$ cat src/rtl/fcmp_pkg.sv
package fcmp_pkg;
    localparam int SP_EXP  = 8;
    localparam int SP_FRAC = 23;
    localparam int DP_EXP  = 11;
    localparam int DP_FRAC = 52;
    localparam int SP_W    = 1 + SP_EXP + SP_FRAC;
    localparam int DP_W    = 1 + DP_EXP + DP_FRAC;
    localparam int WORD_W  = DP_W;
    localparam int MAG_W   = DP_W - 1;

    localparam logic [1:0] FMT_SP = 2'd0;
    localparam logic [1:0] FMT_DP = 2'd1;

    typedef enum logic [1:0] {
        ST_IDLE   = 2'd0,
        ST_REPORT = 2'd1,
        ST_FAULT  = 2'd2
    } seq_state_t;
endpackage

$ cat src/rtl/fcmp_operand.sv
module fcmp_operand
    import fcmp_pkg::*;
(
    input  logic [WORD_W-1:0] word_i,
    input  logic              dbl_i,
    output logic              sign_o,
    output logic [MAG_W-1:0]  mag_o,
    output logic              nan_o,
    output logic              snan_o
);
    logic [SP_EXP-1:0]  sp_exp;
    logic [SP_FRAC-1:0] sp_frac;
    logic [DP_EXP-1:0]  dp_exp;
    logic [DP_FRAC-1:0] dp_frac;
    logic               sp_nan, dp_nan;

    always_comb begin
        sp_exp  = word_i[SP_W-2 -: SP_EXP];
        sp_frac = word_i[SP_FRAC-1:0];
        dp_exp  = word_i[DP_W-2 -: DP_EXP];
        dp_frac = word_i[DP_FRAC-1:0];
        sp_nan  = (&sp_exp) && (|sp_frac);
        dp_nan  = (&dp_exp) && (|dp_frac);
        if (dbl_i) begin
            sign_o = word_i[DP_W-1];
            mag_o  = word_i[DP_W-2:0];
            nan_o  = dp_nan;
            snan_o = dp_nan && !dp_frac[DP_FRAC-1];
        end else begin
            sign_o = word_i[SP_W-1];
            mag_o  = MAG_W'(word_i[SP_W-2:0]);
            nan_o  = sp_nan;
            snan_o = sp_nan && !sp_frac[SP_FRAC-1];
        end
    end
endmodule

$ cat src/rtl/fcmp_relation.sv
module fcmp_relation
    import fcmp_pkg::*;
(
    input  logic             sign_a_i,
    input  logic [MAG_W-1:0] mag_a_i,
    input  logic             nan_a_i,
    input  logic             snan_a_i,
    input  logic             sign_b_i,
    input  logic [MAG_W-1:0] mag_b_i,
    input  logic             nan_b_i,
    input  logic             snan_b_i,
    input  logic             abs_i,
    input  logic             nan_signals_i,
    output logic             lt_o,
    output logic             eq_o,
    output logic             unord_o,
    output logic             invalid_o
);
    logic sa, sb, both_zero, eq_raw, lt_raw;

    always_comb begin
        sa        = sign_a_i && !abs_i;
        sb        = sign_b_i && !abs_i;
        both_zero = (mag_a_i == '0) && (mag_b_i == '0);
        eq_raw    = both_zero || ((mag_a_i == mag_b_i) && (sa == sb));
        if (sa != sb)
            lt_raw = sa;
        else if (sa)
            lt_raw = mag_a_i > mag_b_i;
        else
            lt_raw = mag_a_i < mag_b_i;
        unord_o   = nan_a_i || nan_b_i;
        eq_o      = !unord_o && eq_raw;
        lt_o      = !unord_o && !eq_raw && lt_raw;
        invalid_o = snan_a_i || snan_b_i || (unord_o && nan_signals_i);
    end

    always_comb begin
        if (unord_o) AST_NAN_NO_ORDER: assert (!lt_o && !eq_o);
        AST_LT_EQ_EXCLUSIVE: assert (!(lt_o && eq_o));
        if (snan_a_i || snan_b_i) AST_SNAN_RAISES: assert (invalid_o);
    end
endmodule

$ cat src/rtl/fcmp_cc_bank.sv
module fcmp_cc_bank #(
    parameter int CC_COUNT = 8,
    localparam int SEL_W = (CC_COUNT > 1) ? $clog2(CC_COUNT) : 1
) (
    input  logic                clk,
    input  logic                rst_n,
    input  logic                we_i,
    input  logic [SEL_W-1:0]    sel_i,
    input  logic                val_i,
    output logic [CC_COUNT-1:0] cc_o
);
    logic [CC_COUNT-1:0] cc_q;

    for (genvar k = 0; k < CC_COUNT; k++) begin : g_bit
        always_ff @(posedge clk or negedge rst_n) begin
            if (!rst_n)
                cc_q[k] <= 1'b0;
            else if (we_i && (sel_i == SEL_W'(k)))
                cc_q[k] <= val_i;
        end
    end

    assign cc_o = cc_q;

    AST_ONE_BIT_MOVES: assert property (@(posedge clk) disable iff (!rst_n)
        $countones(cc_q ^ $past(cc_q)) <= 1);
    AST_HOLD_WITHOUT_WRITE: assert property (@(posedge clk) disable iff (!rst_n)
        !we_i |=> $stable(cc_q));
endmodule

$ cat src/rtl/fcmp_cond_unit.sv
module fcmp_cond_unit
    import fcmp_pkg::*;
#(
    parameter int CC_COUNT = 8,
    localparam int SEL_W = (CC_COUNT > 1) ? $clog2(CC_COUNT) : 1
) (
    input  logic                clk,
    input  logic                rst_n,
    input  logic                req_valid,
    input  logic [1:0]          req_fmt,
    input  logic [WORD_W-1:0]   req_a,
    input  logic [WORD_W-1:0]   req_b,
    input  logic [3:0]          req_mask,
    input  logic                req_abs,
    input  logic [SEL_W-1:0]    req_cc_sel,
    output logic                req_ready,
    output logic                stat_valid,
    output logic                stat_invalid,
    output logic                fault,
    output logic [CC_COUNT-1:0] cc_bits
);
    seq_state_t state_q, state_d;

    logic [1:0][WORD_W-1:0] op_word;
    logic [1:0]             op_sign, op_nan, op_snan;
    logic [1:0][MAG_W-1:0]  op_mag;
    logic                   is_dbl, fmt_ok;
    logic                   rel_lt, rel_eq, rel_unord, rel_inv, cond_now;
    logic                   res_q, inv_q;
    logic [SEL_W-1:0]       sel_q;
    logic                   take;

    assign op_word = {req_b, req_a};
    assign is_dbl  = (req_fmt == FMT_DP);
    assign fmt_ok  = (req_fmt == FMT_SP) || (req_fmt == FMT_DP);

    for (genvar k = 0; k < 2; k++) begin : g_opnd
        fcmp_operand u_dec (
            .word_i (op_word[k]),
            .dbl_i  (is_dbl),
            .sign_o (op_sign[k]),
            .mag_o  (op_mag[k]),
            .nan_o  (op_nan[k]),
            .snan_o (op_snan[k])
        );
    end

    fcmp_relation u_rel (
        .sign_a_i      (op_sign[0]),
        .mag_a_i       (op_mag[0]),
        .nan_a_i       (op_nan[0]),
        .snan_a_i      (op_snan[0]),
        .sign_b_i      (op_sign[1]),
        .mag_b_i       (op_mag[1]),
        .nan_b_i       (op_nan[1]),
        .snan_b_i      (op_snan[1]),
        .abs_i         (req_abs),
        .nan_signals_i (req_mask[3]),
        .lt_o          (rel_lt),
        .eq_o          (rel_eq),
        .unord_o       (rel_unord),
        .invalid_o     (rel_inv)
    );

    assign cond_now = (req_mask[2] && rel_lt) || (req_mask[1] && rel_eq)
                   || (req_mask[0] && rel_unord);
    assign take     = (state_q == ST_IDLE) && req_valid;

    always_comb begin
        state_d = state_q;
        unique case (state_q)
            ST_IDLE:   if (req_valid) state_d = fmt_ok ? ST_REPORT : ST_FAULT;
            ST_REPORT: state_d = ST_IDLE;
            ST_FAULT:  state_d = ST_IDLE;
            default:   state_d = ST_IDLE;
        endcase
    end

    always_ff @(posedge clk or negedge rst_n) begin
        if (!rst_n) state_q <= ST_IDLE;
        else        state_q <= state_d;
    end

    always_ff @(posedge clk or negedge rst_n) begin
        if (!rst_n) begin
            res_q <= 1'b0;
            inv_q <= 1'b0;
            sel_q <= '0;
        end else if (take && fmt_ok) begin
            res_q <= cond_now;
            inv_q <= rel_inv;
            sel_q <= req_cc_sel;
        end
    end

    always_comb begin
        req_ready    = 1'b0;
        stat_valid   = 1'b0;
        stat_invalid = 1'b0;
        fault        = 1'b0;
        unique case (state_q)
            ST_IDLE:   req_ready = 1'b1;
            ST_REPORT: begin
                stat_valid   = 1'b1;
                stat_invalid = inv_q;
            end
            ST_FAULT:  fault = 1'b1;
            default:   req_ready = 1'b0;
        endcase
    end

    fcmp_cc_bank #(.CC_COUNT(CC_COUNT)) u_cc (
        .clk   (clk),
        .rst_n (rst_n),
        .we_i  (state_q == ST_REPORT),
        .sel_i (sel_q),
        .val_i (res_q),
        .cc_o  (cc_bits)
    );

    AST_CC_AFTER_STATUS: assert property (@(posedge clk) disable iff (!rst_n)
        (cc_bits != $past(cc_bits)) |-> $past(stat_valid));
    AST_FAULT_KEEPS_CC: assert property (@(posedge clk) disable iff (!rst_n)
        fault |=> (cc_bits == $past(cc_bits)));
    AST_ONE_PHASE: assert property (@(posedge clk) disable iff (!rst_n)
        $onehot0({stat_valid, fault, req_ready}) && (stat_valid || fault || req_ready));
    AST_REPORT_ONE_CYCLE: assert property (@(posedge clk) disable iff (!rst_n)
        stat_valid |=> !stat_valid);
endmodule

$ cat config.mk
export PLATFORM = sky130hd
export DESIGN_NAME = fcmp_cond_unit
export DESIGN_NICKNAME = d
export VERILOG_FILES = /design/src/rtl/fcmp_pkg.sv /design/src/rtl/fcmp_operand.sv /design/src/rtl/fcmp_relation.sv /design/src/rtl/fcmp_cc_bank.sv /design/src/rtl/fcmp_cond_unit.sv
export SDC_FILE = /design/constraint.sdc
export NUM_CORES = 1
export LEC_CHECK = 0
export BUFFER_PORTS_ARGS = -buffer_cell sky130_fd_sc_hd__buf_2
export CAP_MARGIN = 20
export CORE_ASPECT_RATIO = 0.7
export CORE_MARGIN = 10
export CORE_UTILIZATION = 51
export DETAILED_ROUTE_END_ITERATION = 12
export GPL_ROUTABILITY_DRIVEN = 0
export PLACE_DENSITY = 0.83
export SLEW_MARGIN = 25
export SYNTH_ARGS = -nofsm -noshare
export SYNTH_HDL_FRONTEND = slang
export SYNTH_HIERARCHICAL = 1
export SYNTH_SLANG_ARGS = --single-unit
$ cat constraint.sdc
create_clock -name clk -period 1.9 [get_ports clk]
set_input_delay 0.38 -clock clk [delete_from_list [all_inputs] [get_ports clk]]
set_output_delay 0.38 -clock clk [all_outputs]
set_load 0.05 [all_outputs]
-- Word level (Yosys, flattened, before mapping)
Index checks and enable logic that the tools add are counted.
- bits in latches: 0
- register bits after elaboration: 15
- word-level logic and storage cells: 101
- bits in read-only memories: 0
- memory bits (writable): 0
- input port bits: 141
- memories: 0
- output and inout bits: 12
- $add $sub $neg: 0
- shift operators: 0
- order comparisons: 2
- reduce and logical (&&, ||, !) cells: 56
- equal/unequal tests: 14
- bitwise logic cells: 0
- muxes and demuxes: 17
- multipliers: 0
- div/mod/pow operators: 0
- operators with widths (cell ; count):
    zero test 63 bit ; 2
    2-to-1 mux 63 bit ; 2
    OR reduction 52 bit ; 2
    == test 63 bit ; 1
    greater-than comparator 63 bit ; 1
    less-than comparator 63 bit ; 1
    OR reduction 23 bit ; 2
    logical AND 1 bit ; 29
    AND reduction 11 bit ; 2
    AND reduction 8 bit ; 2
    == test 3 bit, second input constant ; 4
    2-to-1 mux 1 bit ; 12
    zero test 1 bit ; 7
    logical OR 1 bit ; 7
    == test 3 x 2 -> 1 bit, second input constant ; 2
    2-to-1 mux 2 bit ; 3
    == test 2 x 1 -> 1 bit, second input constant ; 2
    zero test 2 bit ; 2
    == test 3 x 1 -> 1 bit, second input constant ; 1
    zero test 3 bit ; 1
    == test 2 bit, second input constant ; 1
    inequality test 2 bit, second input constant ; 1
    == test 1 bit ; 1
    inequality test 1 bit ; 1

-- Depth between registers and ports, before layout
Gate-level depths: netlist of run 1.
- word-level depth: 12
- depth in mapped cells: 14
- depth with buffers taken out: 13

-- Modules after synthesis
Netlist of run 1, hierarchy kept.
- by module, submodules not included (module ; instances ; cells each ; sequential area each (um^2) ; area an instance (um^2)):
    fcmp_relation ; 1 ; 277 ; 0.0 ; 1924.3
    fcmp_operand ; 2 ; 97 ; 0.0 ; 650.6
    fcmp_cc_bank ; 1 ; 24 ; 200.2 ; 386.6
    fcmp_cond_unit ; 1 ; 21 ; 175.2 ; 307.8

-- Least setup slack after synthesis of run 1
OpenSTA, ideal clock, no wires.
- path kind: input to register
- start: input req_fmt[1]
- end: register res_q
- setup slack: -1.228 ns
- stages on the path: 14
- setup time: 0.138 ns
- arrival: 2.991 ns
- path buffers: 1
- data required time: 1.762 ns
- path through: and2b_2 -> buf_2 -> and2_1 -> inv_1 -> ha_1 -> a21oi_1 -> o21ai_1 -> a221o_1 -> a2111o_1 -> a21oi_1 -> a41o_1 -> a21oi_2 -> a222oi_1 -> mux2i_1
- RTL lines (element ; RTL line ; text):
    from (decl) ; fcmp_cond_unit.sv:10 ; input logic [1:0] req_fmt,
    to (signal assigned) ; fcmp_cond_unit.sv:90 ; res_q <= cond_now;
    to (decl) ; fcmp_cond_unit.sv:29 ; logic res_q, inv_q;

==> impl_metrics.env, run 1 <==
export IMPL_synth_enable_flop_cells=0
export IMPL_synthTopCellsByArea="ha_1 (20%), buf_4 (12%), and2_1 (10%), dfrtp_1 (9.6%), nor4_1 (9.1%)"
export IMPL_synth_compound_area_share_pct=10.3
export IMPL_ys_seq_area_share_pct=9.58
export IMPL_drtAntennaViolNets=0
export IMPL_drive_gt1_share_pct=52.3
export IMPL_ys_async_sr_fraction_pct=100
export IMPL_crit_buf_inv=3
export IMPL_grt_max_degree=16
export IMPL_hold_viol_final=0
export IMPL_grt_pass1_wl_um=27400
export IMPL_drc=0
export IMPL_netlist_area_mm2=0.00392
export IMPL_max_slew_worst_pin_slew_ns=0.562
export IMPL_r2r_start="state_q[0]"
export IMPL_synth_area_per_cell_um2=7.60
export IMPL_dp_hpwl_um=13700
export IMPL_vias_per_cell=6.52
export IMPL_p_sw_w=0.00119
export IMPL_critPathCaptureType="register"
export IMPL_slew_headroom_pct=62.2
export IMPL_path_max_fanout=13
export IMPL_final_max_slew_viol_count=0
export IMPL_nets=953
export IMPL_clkTransAtPathRegs_ns=0.07
export IMPL_cts_hold_buffers=0
export IMPL_synthTopCellsByCount="inv_1 (70), and2_1 (64), ha_1 (63)"
export IMPL_crit_arrival_ns=3.43
export IMPL_cpPeakStageDelay_ns=0.36
export IMPL_criticalPathCategory="in2reg"
export IMPL_intPower_w=0.00129
export IMPL_core_mm2=0.00738
export IMPL_outcome="finished with violations"
export IMPL_p_per_area_mw_per_mm2=414
export IMPL_finalCriticalPeriod_ns=3.30
export IMPL_cts_max_level=1
export IMPL_ir_drop_mv=0.858
export IMPL_startpoint_type="input pin"
export IMPL_port_buffers=152
export IMPL_clock_sinks=15
export IMPL_hp_class="in2async"
export IMPL_critical_path_required_ns=2.03
export IMPL_grt_use_total_pct=28.2
export IMPL_synthSimpleGateAreaFrac_pct=35.9
export IMPL_row_count=26
export IMPL_swShare_pct=47.8
export IMPL_synth_fa_ha_area_share_pct=20.1
export IMPL_r2r_worst_path_cells=3
export IMPL_cts_buffers=3
export IMPL_maxCapViolations=0
export IMPL_p_comb_share_pct=67.9
export IMPL_dieHeight_um=93.4
export IMPL_p_clk_share_pct=11.4
export IMPL_pre_cts_ws_ns=-1.54
export IMPL_wl_um=19700
export IMPL_cts_tree="built"
export IMPL_violations="setup timing"
export IMPL_synth_most_common_cell="inv_1"
export IMPL_setup_viol=2
export IMPL_path_cells="buf_8 -> and2b_4 -> buf_6 -> and2_1 -> inv_1 -> ha_1 -> nand4_1 -> nor2_2 -> and3_2 -> nand3b_1 -> nor3b_1 -> a41o_1 -> a21oi_2 -> a222oi_1 -> mux2i_1"
export IMPL_drtIter0Drc=915
export IMPL_dieArea_mm2=0.0116
export IMPL_synth_top_family_by_area="simple AND/OR/NAND/NOR gates"
export IMPL_synth_top_area_share_pct=20.1
export IMPL_die_w_um=125
export IMPL_synth_xor_area_share_pct=0.223
export IMPL_ys_types=50
export IMPL_syn_inst=516
export IMPL_rsz0062_at_grt="yes"
export IMPL_antenna_found_initial=1
export IMPL_leakagePower_nw=3.06
export IMPL_insertion_delay_ns=0.26
export IMPL_synthFlopType="dfrtp_1"
export IMPL_whs_ns=0.0241
export IMPL_ys_warn_count=6
export IMPL_finClkSkew_ns=0.00965
export IMPL_routedWlPerCell_um=23.3
export IMPL_path_depth=15
export IMPL_root_buffer="clkbuf_8"
export IMPL_drt_first_pass_iters=7
export IMPL_overflow=0
export IMPL_synth_area_mux_share_pct=4.56
export IMPL_cpLargestDelayFamily="simple AND/OR/NAND/NOR gates"
export IMPL_ys_ff_latch=15
export IMPL_syn_num_nets=720
export IMPL_grt_pass1_vias=5693
export IMPL_syn_to_final_growth_pct=52.9
export IMPL_yosysTopAreaCell="ha_1"
export IMPL_cp_slowest_cell="a222oi_1"
export IMPL_fmax_mhz=303
export IMPL_crit_path_start="req_fmt[1]"
export IMPL_vias=5523
export IMPL_worst_slack_ns=-1.40
export IMPL_p_seq_share_pct=20.7
export IMPL_timing_final_crit_share_pct=174
export IMPL_initial_core_util_pct=53.1
export IMPL_cts_buffer_depth=2
export IMPL_io_pins=153
==> layout by cell type (no fill, tap or decap), types with 3 or more instances in the layout <==
cell / synthesis / layout
nand4_1: 32 / 32
o21ai_2: 0 / 4
and2_4: 2 / 16
and4bb_1: 3 / 3
mux2_4: 3 / 4
dfrtp_1: 15 / 15
ha_4: 0 / 10
buf_4: 62 / 125
and2_1: 64 / 49
clkbuf_8: 0 / 3
a21oi_2: 1 / 7
o21ai_1: 4 / 5
a21o_1: 8 / 8
buf_6: 0 / 23
nor3_1: 6 / 6
nand4b_1: 3 / 3
nor4_1: 57 / 41
nand3_1: 10 / 10
ha_1: 63 / 52
a21oi_1: 23 / 17
inv_2: 0 / 6
nor4_4: 0 / 10
nand2_1: 15 / 15
inv_1: 70 / 64
nor4_2: 2 / 8
and4_1: 4 / 3
mux2_2: 11 / 10
buf_2: 6 / 142
nor2_1: 12 / 9
and2b_4: 0 / 3
==> final cells by class <==
| type | instances | area [um^2] |
|---|---|---|
| sequential | 15 | 375 |
| fill | 388 | 1390 |
| clock inverter | 1 | 5.00 |
| antenna | 1 | 2.50 |
| multi-input combinational | 367 | 3250 |
| clock buffer | 3 | 41.3 |
| inverter | 70 | 263 |
| timing repair buffer | 292 | 1930 |
| tap | 98 | 123 |
==> path summary, 6_finish.rpt <==
kind                                 to  slack (ns)
setup reg to reg           u_cc/cc_o[0]        0.42
min in group clk               sel_q[0]        0.35
setup / recovery                  res_q       -1.40
hold / removal                 sel_q[0]        0.02
hold reg to reg            u_cc/cc_o[3]        0.51
max in group asynchronous  u_cc/cc_o[3]        1.60
==> through the flow <==
stage	cell area, um^2	utilization [%]	TNS [ns]	total power, W	cells
after floorplan	4050	-	-1.21	0.00141	516
after global placement	5380	72.8	-2.13	0.00189	826
after detailed placement	5380	72.8	-2.40	0.00197	826
after CTS	5710	77.4	-1.46	0.00231	843
after global routing	5990	81.2	-2.06	0.00259	847
final	5990	81.2	-1.90	0.00248	847
==> routing by layer <==
metal | share of wire, % | global-route usage [%]
met2 | 43 | 46.6
met3 | 14 | 8.23
met4 | 8.3 | 19.3
met1 | 35 | 31.3
met5 | 0 | 0
==> power groups by stage <==
stage / Sequential [W] / Combinational [W] / Clock [W]
finish: 0.000514 / 0.00168 / 0.000282
global route: 0.000533 / 0.00176 / 0.000293
CTS: 0.000513 / 0.00152 / 0.000280
detailed placement: 0.000519 / 0.00145 / 0
global placement: 0.000502 / 0.00139 / 0
floorplan: 0.000773 / 0.000639 / 0
==> repair_timing <==
| action | in CTS | in global routing |
|---|---|---|
| setup buffers | 9 | 4 |
| gates cloned | 4 | 0 |
| setup endpoints to repair | 2 | 2 |
| resized for setup | 46 | 54 |
| pin swaps | 25 | 27 |
==> cells by family after synthesis <==
| family | count (synthesis) |
|---|---|
| AND/OR/NAND/NOR | 224 |
| adder cells (fa/ha/maj) | 63 |
| AO/OA/AOI/OAI | 60 |
| flip-flops | 15 |
| XOR/XNOR | 1 |
| multiplexers | 15 |
| buffers and inverters | 138 |
==> state kept, by name, indices dropped and copies added, names as in the netlist <==
signal     flops
u_cc/cc_o      8
state_q        2
res_q          1
sel_q          3
inv_q          1
Note: power is estimated with default switching activity, not from simulation.
==> run 2, diff against run 1 <==
--- a/config.mk
+++ b/config.mk
@@ -5,14 +5,15 @@
 export SDC_FILE = /design/constraint.sdc
 export NUM_CORES = 1
 export LEC_CHECK = 0
+export ABC_AREA = 1
 export BUFFER_PORTS_ARGS = -buffer_cell sky130_fd_sc_hd__buf_2
 export CAP_MARGIN = 20
 export CORE_ASPECT_RATIO = 0.7
 export CORE_MARGIN = 10
-export CORE_UTILIZATION = 51
+export CORE_UTILIZATION = 25
 export DETAILED_ROUTE_END_ITERATION = 12
 export GPL_ROUTABILITY_DRIVEN = 0
-export PLACE_DENSITY = 0.83
+export SETUP_SLACK_MARGIN = 0.2
 export SLEW_MARGIN = 25
 export SYNTH_ARGS = -nofsm -noshare
 export SYNTH_HDL_FRONTEND = slang
==> impl_metrics.env, run 2 <==
export IMPL_utilization_pct=36.0
export IMPL_path_max_fanout=6
export IMPL_ys_warn_count=6
export IMPL_clock_sinks=15
export IMPL_synth_most_common_cell="nand2_1"
export IMPL_worst_slack_ns=-0.635
export IMPL_antenna_found_initial=7
export IMPL_synthTopCellsByCount="nand2_1 (261), inv_1 (170), nor2_1 (149)"
export IMPL_ir_drop_mv=0.431
export IMPL_final_max_slew_viol_count=0
export IMPL_drive_gt1_share_pct=33.3
export IMPL_ys_async_sr_fraction_pct=100
export IMPL_finClkSkew_ns=0.00273
export IMPL_maxCapViolations=0
export IMPL_clkTransAtPathRegs_ns=0.05
export IMPL_criticalPathCategory="in2reg"
export IMPL_hold_viol_final=0
export IMPL_synth_compound_area_share_pct=4.65
export IMPL_grt_pass1_wl_um=26500
export IMPL_root_buffer="clkbuf_16"
export IMPL_syn_num_nets=1063
export IMPL_startpoint_type="input pin"
export IMPL_cts_hold_buffers=0
export IMPL_cts_max_level=1
export IMPL_overflow=0
export IMPL_dp_hpwl_um=15500
export IMPL_ys_types=35
export IMPL_leakagePower_nw=3.93
export IMPL_nets=1247
export IMPL_critical_path_required_ns=2.03
export IMPL_critPathCaptureType="register"
export IMPL_reg2reg_setup_slack_ns=0.68
export IMPL_fmax_mhz=394
export IMPL_vias_per_cell=4.23
export IMPL_vias=5420
export IMPL_synth_area_per_cell_um2=5.45
export IMPL_synth_top_area_share_pct=20.9
export IMPL_row_count=41
export IMPL_synthFlopType="dfrtp_1"
export IMPL_cts_tree="built"
export IMPL_r2r_start="state_q[0]"
export IMPL_ys_seq_area_share_pct=8.01
export IMPL_synth_enable_flop_cells=0
export IMPL_grt_use_total_pct=13.2
export IMPL_dieArea_mm2=0.0247
export IMPL_routedWlPerCell_um=14.2
export IMPL_drtAntennaViolNets=0
export IMPL_drc=0
export IMPL_grt_pass1_vias=5153
export IMPL_final_common_cell="nand2_1"
export IMPL_dieHeight_um=135
export IMPL_netlist_area_mm2=0.00468
export IMPL_drt_first_pass_iters=6
export IMPL_final_cell_mix="nand2_1 (244), inv_1 (154), buf_2 (151), nor2_1 (142), buf_4 (84)"
export IMPL_core_mm2=0.0182
export IMPL_largest_reg_flops=8
export IMPL_insertion_delay_ns=0.24
export IMPL_whs_ns=0.0376
export IMPL_port_buffers=152
export IMPL_yosysTopAreaCell="nand2_1"
export IMPL_finalCriticalPeriod_ns=2.53
export IMPL_grt_max_degree=20
export IMPL_timing_final_crit_share_pct=133
export IMPL_p_per_area_mw_per_mm2=363
export IMPL_r2r_worst_path_cells=7
export IMPL_crit_arrival_ns=2.67
export IMPL_violations="setup timing"
export IMPL_synth_top_family_by_area="simple AND/OR/NAND/NOR gates"
export IMPL_outcome="finished with violations"
export IMPL_cts_buffer_depth=2
export IMPL_rsz0062_at_grt="yes"
export IMPL_syn_inst=859
export IMPL_io_pins=153
export IMPL_die_w_um=184
export IMPL_ys_ff_latch=15
export IMPL_synthTopCellsByArea="nand2_1 (21%), ha_1 (17%), inv_1 (14%), nor2_1 (12%), buf_4 (9.9%)"
export IMPL_setup_viol=2
export IMPL_max_slew_worst_pin_slew_ns=0.375
export IMPL_syn_to_final_growth_pct=39.9
export IMPL_initial_core_util_pct=25.7
export IMPL_cts_buffers=3
export IMPL_slew_headroom_pct=74.8
export IMPL_synth_fa_ha_area_share_pct=16.8
export IMPL_synth_area_mux_share_pct=0
export IMPL_synth_xor_area_share_pct=0.187
export IMPL_hp_class="in2async"
export IMPL_wl_um=18200
export IMPL_drtIter0Drc=309
export IMPL_reg2reg_to="u_cc/cc_o[0]"
export IMPL_synthSimpleGateAreaFrac_pct=45.0
==> run 2: critical path, stage by stage <==
cell	delay (ns)
buf_8	0.10
inv_8	0.04
nor2_4	0.03
buf_12	0.13
clkbuf_16	0.15
buf_8	0.13
nand2_4	0.05
inv_4	0.04
ha_4	0.26
inv_2	0.03
nor2_2	0.12
nand2_1	0.09
nor2_2	0.18
nand2_2	0.09
buf_4	0.14
nor3_2	0.10
nand2_1	0.09
nand2_2	0.08
nand2_2	0.05
nand2_1	0.05
nor2_1	0.05
nand2_1	0.07
nand3_1	0.08
nand2_1	0.07
nand2_1	0.05
==> run 2: report_power, final <==
group	switching (W)	internal [W]
clock	0.000127	0.000281
sequential	0.0000601	0.000389
combinational	0.000906	0.000614
total	0.00109	0.00128
==> run 2: final cells by class <==
type	instances	area (um^2)
diodes	4	10.0
clock buffers	3	75.1
clock inverters	1	5.00
fillers	1975	11700
inverters	176	673
multi-input cells	597	3460
flip-flops and latches	15	375
well taps	236	295
repair buffers	250	1660
==> run 2: cells by family after synthesis <==
logic type,Yosys count
flops,15
buf+inv,247
xor+xnor,1
fa+ha+maj,63
compound gates,39
simple gates,494
==> run 2: worst max path at each step <==
stage	from	end
after global routing	req_fmt[0]	res_q
after global placement	req_fmt[0]	res_q
after floorplan	req_fmt[0]	res_q
after CTS	req_fmt[1]	res_q
after detailed placement	req_fmt[0]	res_q
final	req_fmt[0]	res_q
==> run 2: what timing repair did <==
item / 4_1_cts / 5_1_grt
cloned: 1 / 5
endpoints found under the setup margin: 2 / 2
pin swaps: 3 / 34
hold endpoints to repair: 0 / 0
gates resized for setup: 9 / 63
buffers inserted: 1 / 6
==> run 2: through the flow <==
stage                     worst slack [ns]  TNS (ns)  total power, W  cells  area [um^2]
after floorplan                     -0.408    -0.408         0.00133    859         4730
after detailed placement            -0.782     -1.21         0.00180   1261         5890
after global placement              -0.750     -1.18         0.00179   1261         5890
after global routing                -0.803     -1.05         0.00255   1280         6550
final                               -0.635    -0.789         0.00238   1282         6550
after CTS                           -0.490    -0.565         0.00224   1267         6060
==> run 2: per-layer routing <==
layer / track usage, % / vias up / part of all wire, % / routed length (um)
met5: 0 / - / 0.19 / 34
li1: - / 2924 / - / -
met1: 19.6 / 2308 / 51 / 9280
met3: 2.52 / 20 / 6.7 / 1220
met2: 19.9 / 162 / 41 / 7490
met4: 0.862 / 6 / 1.1 / 201
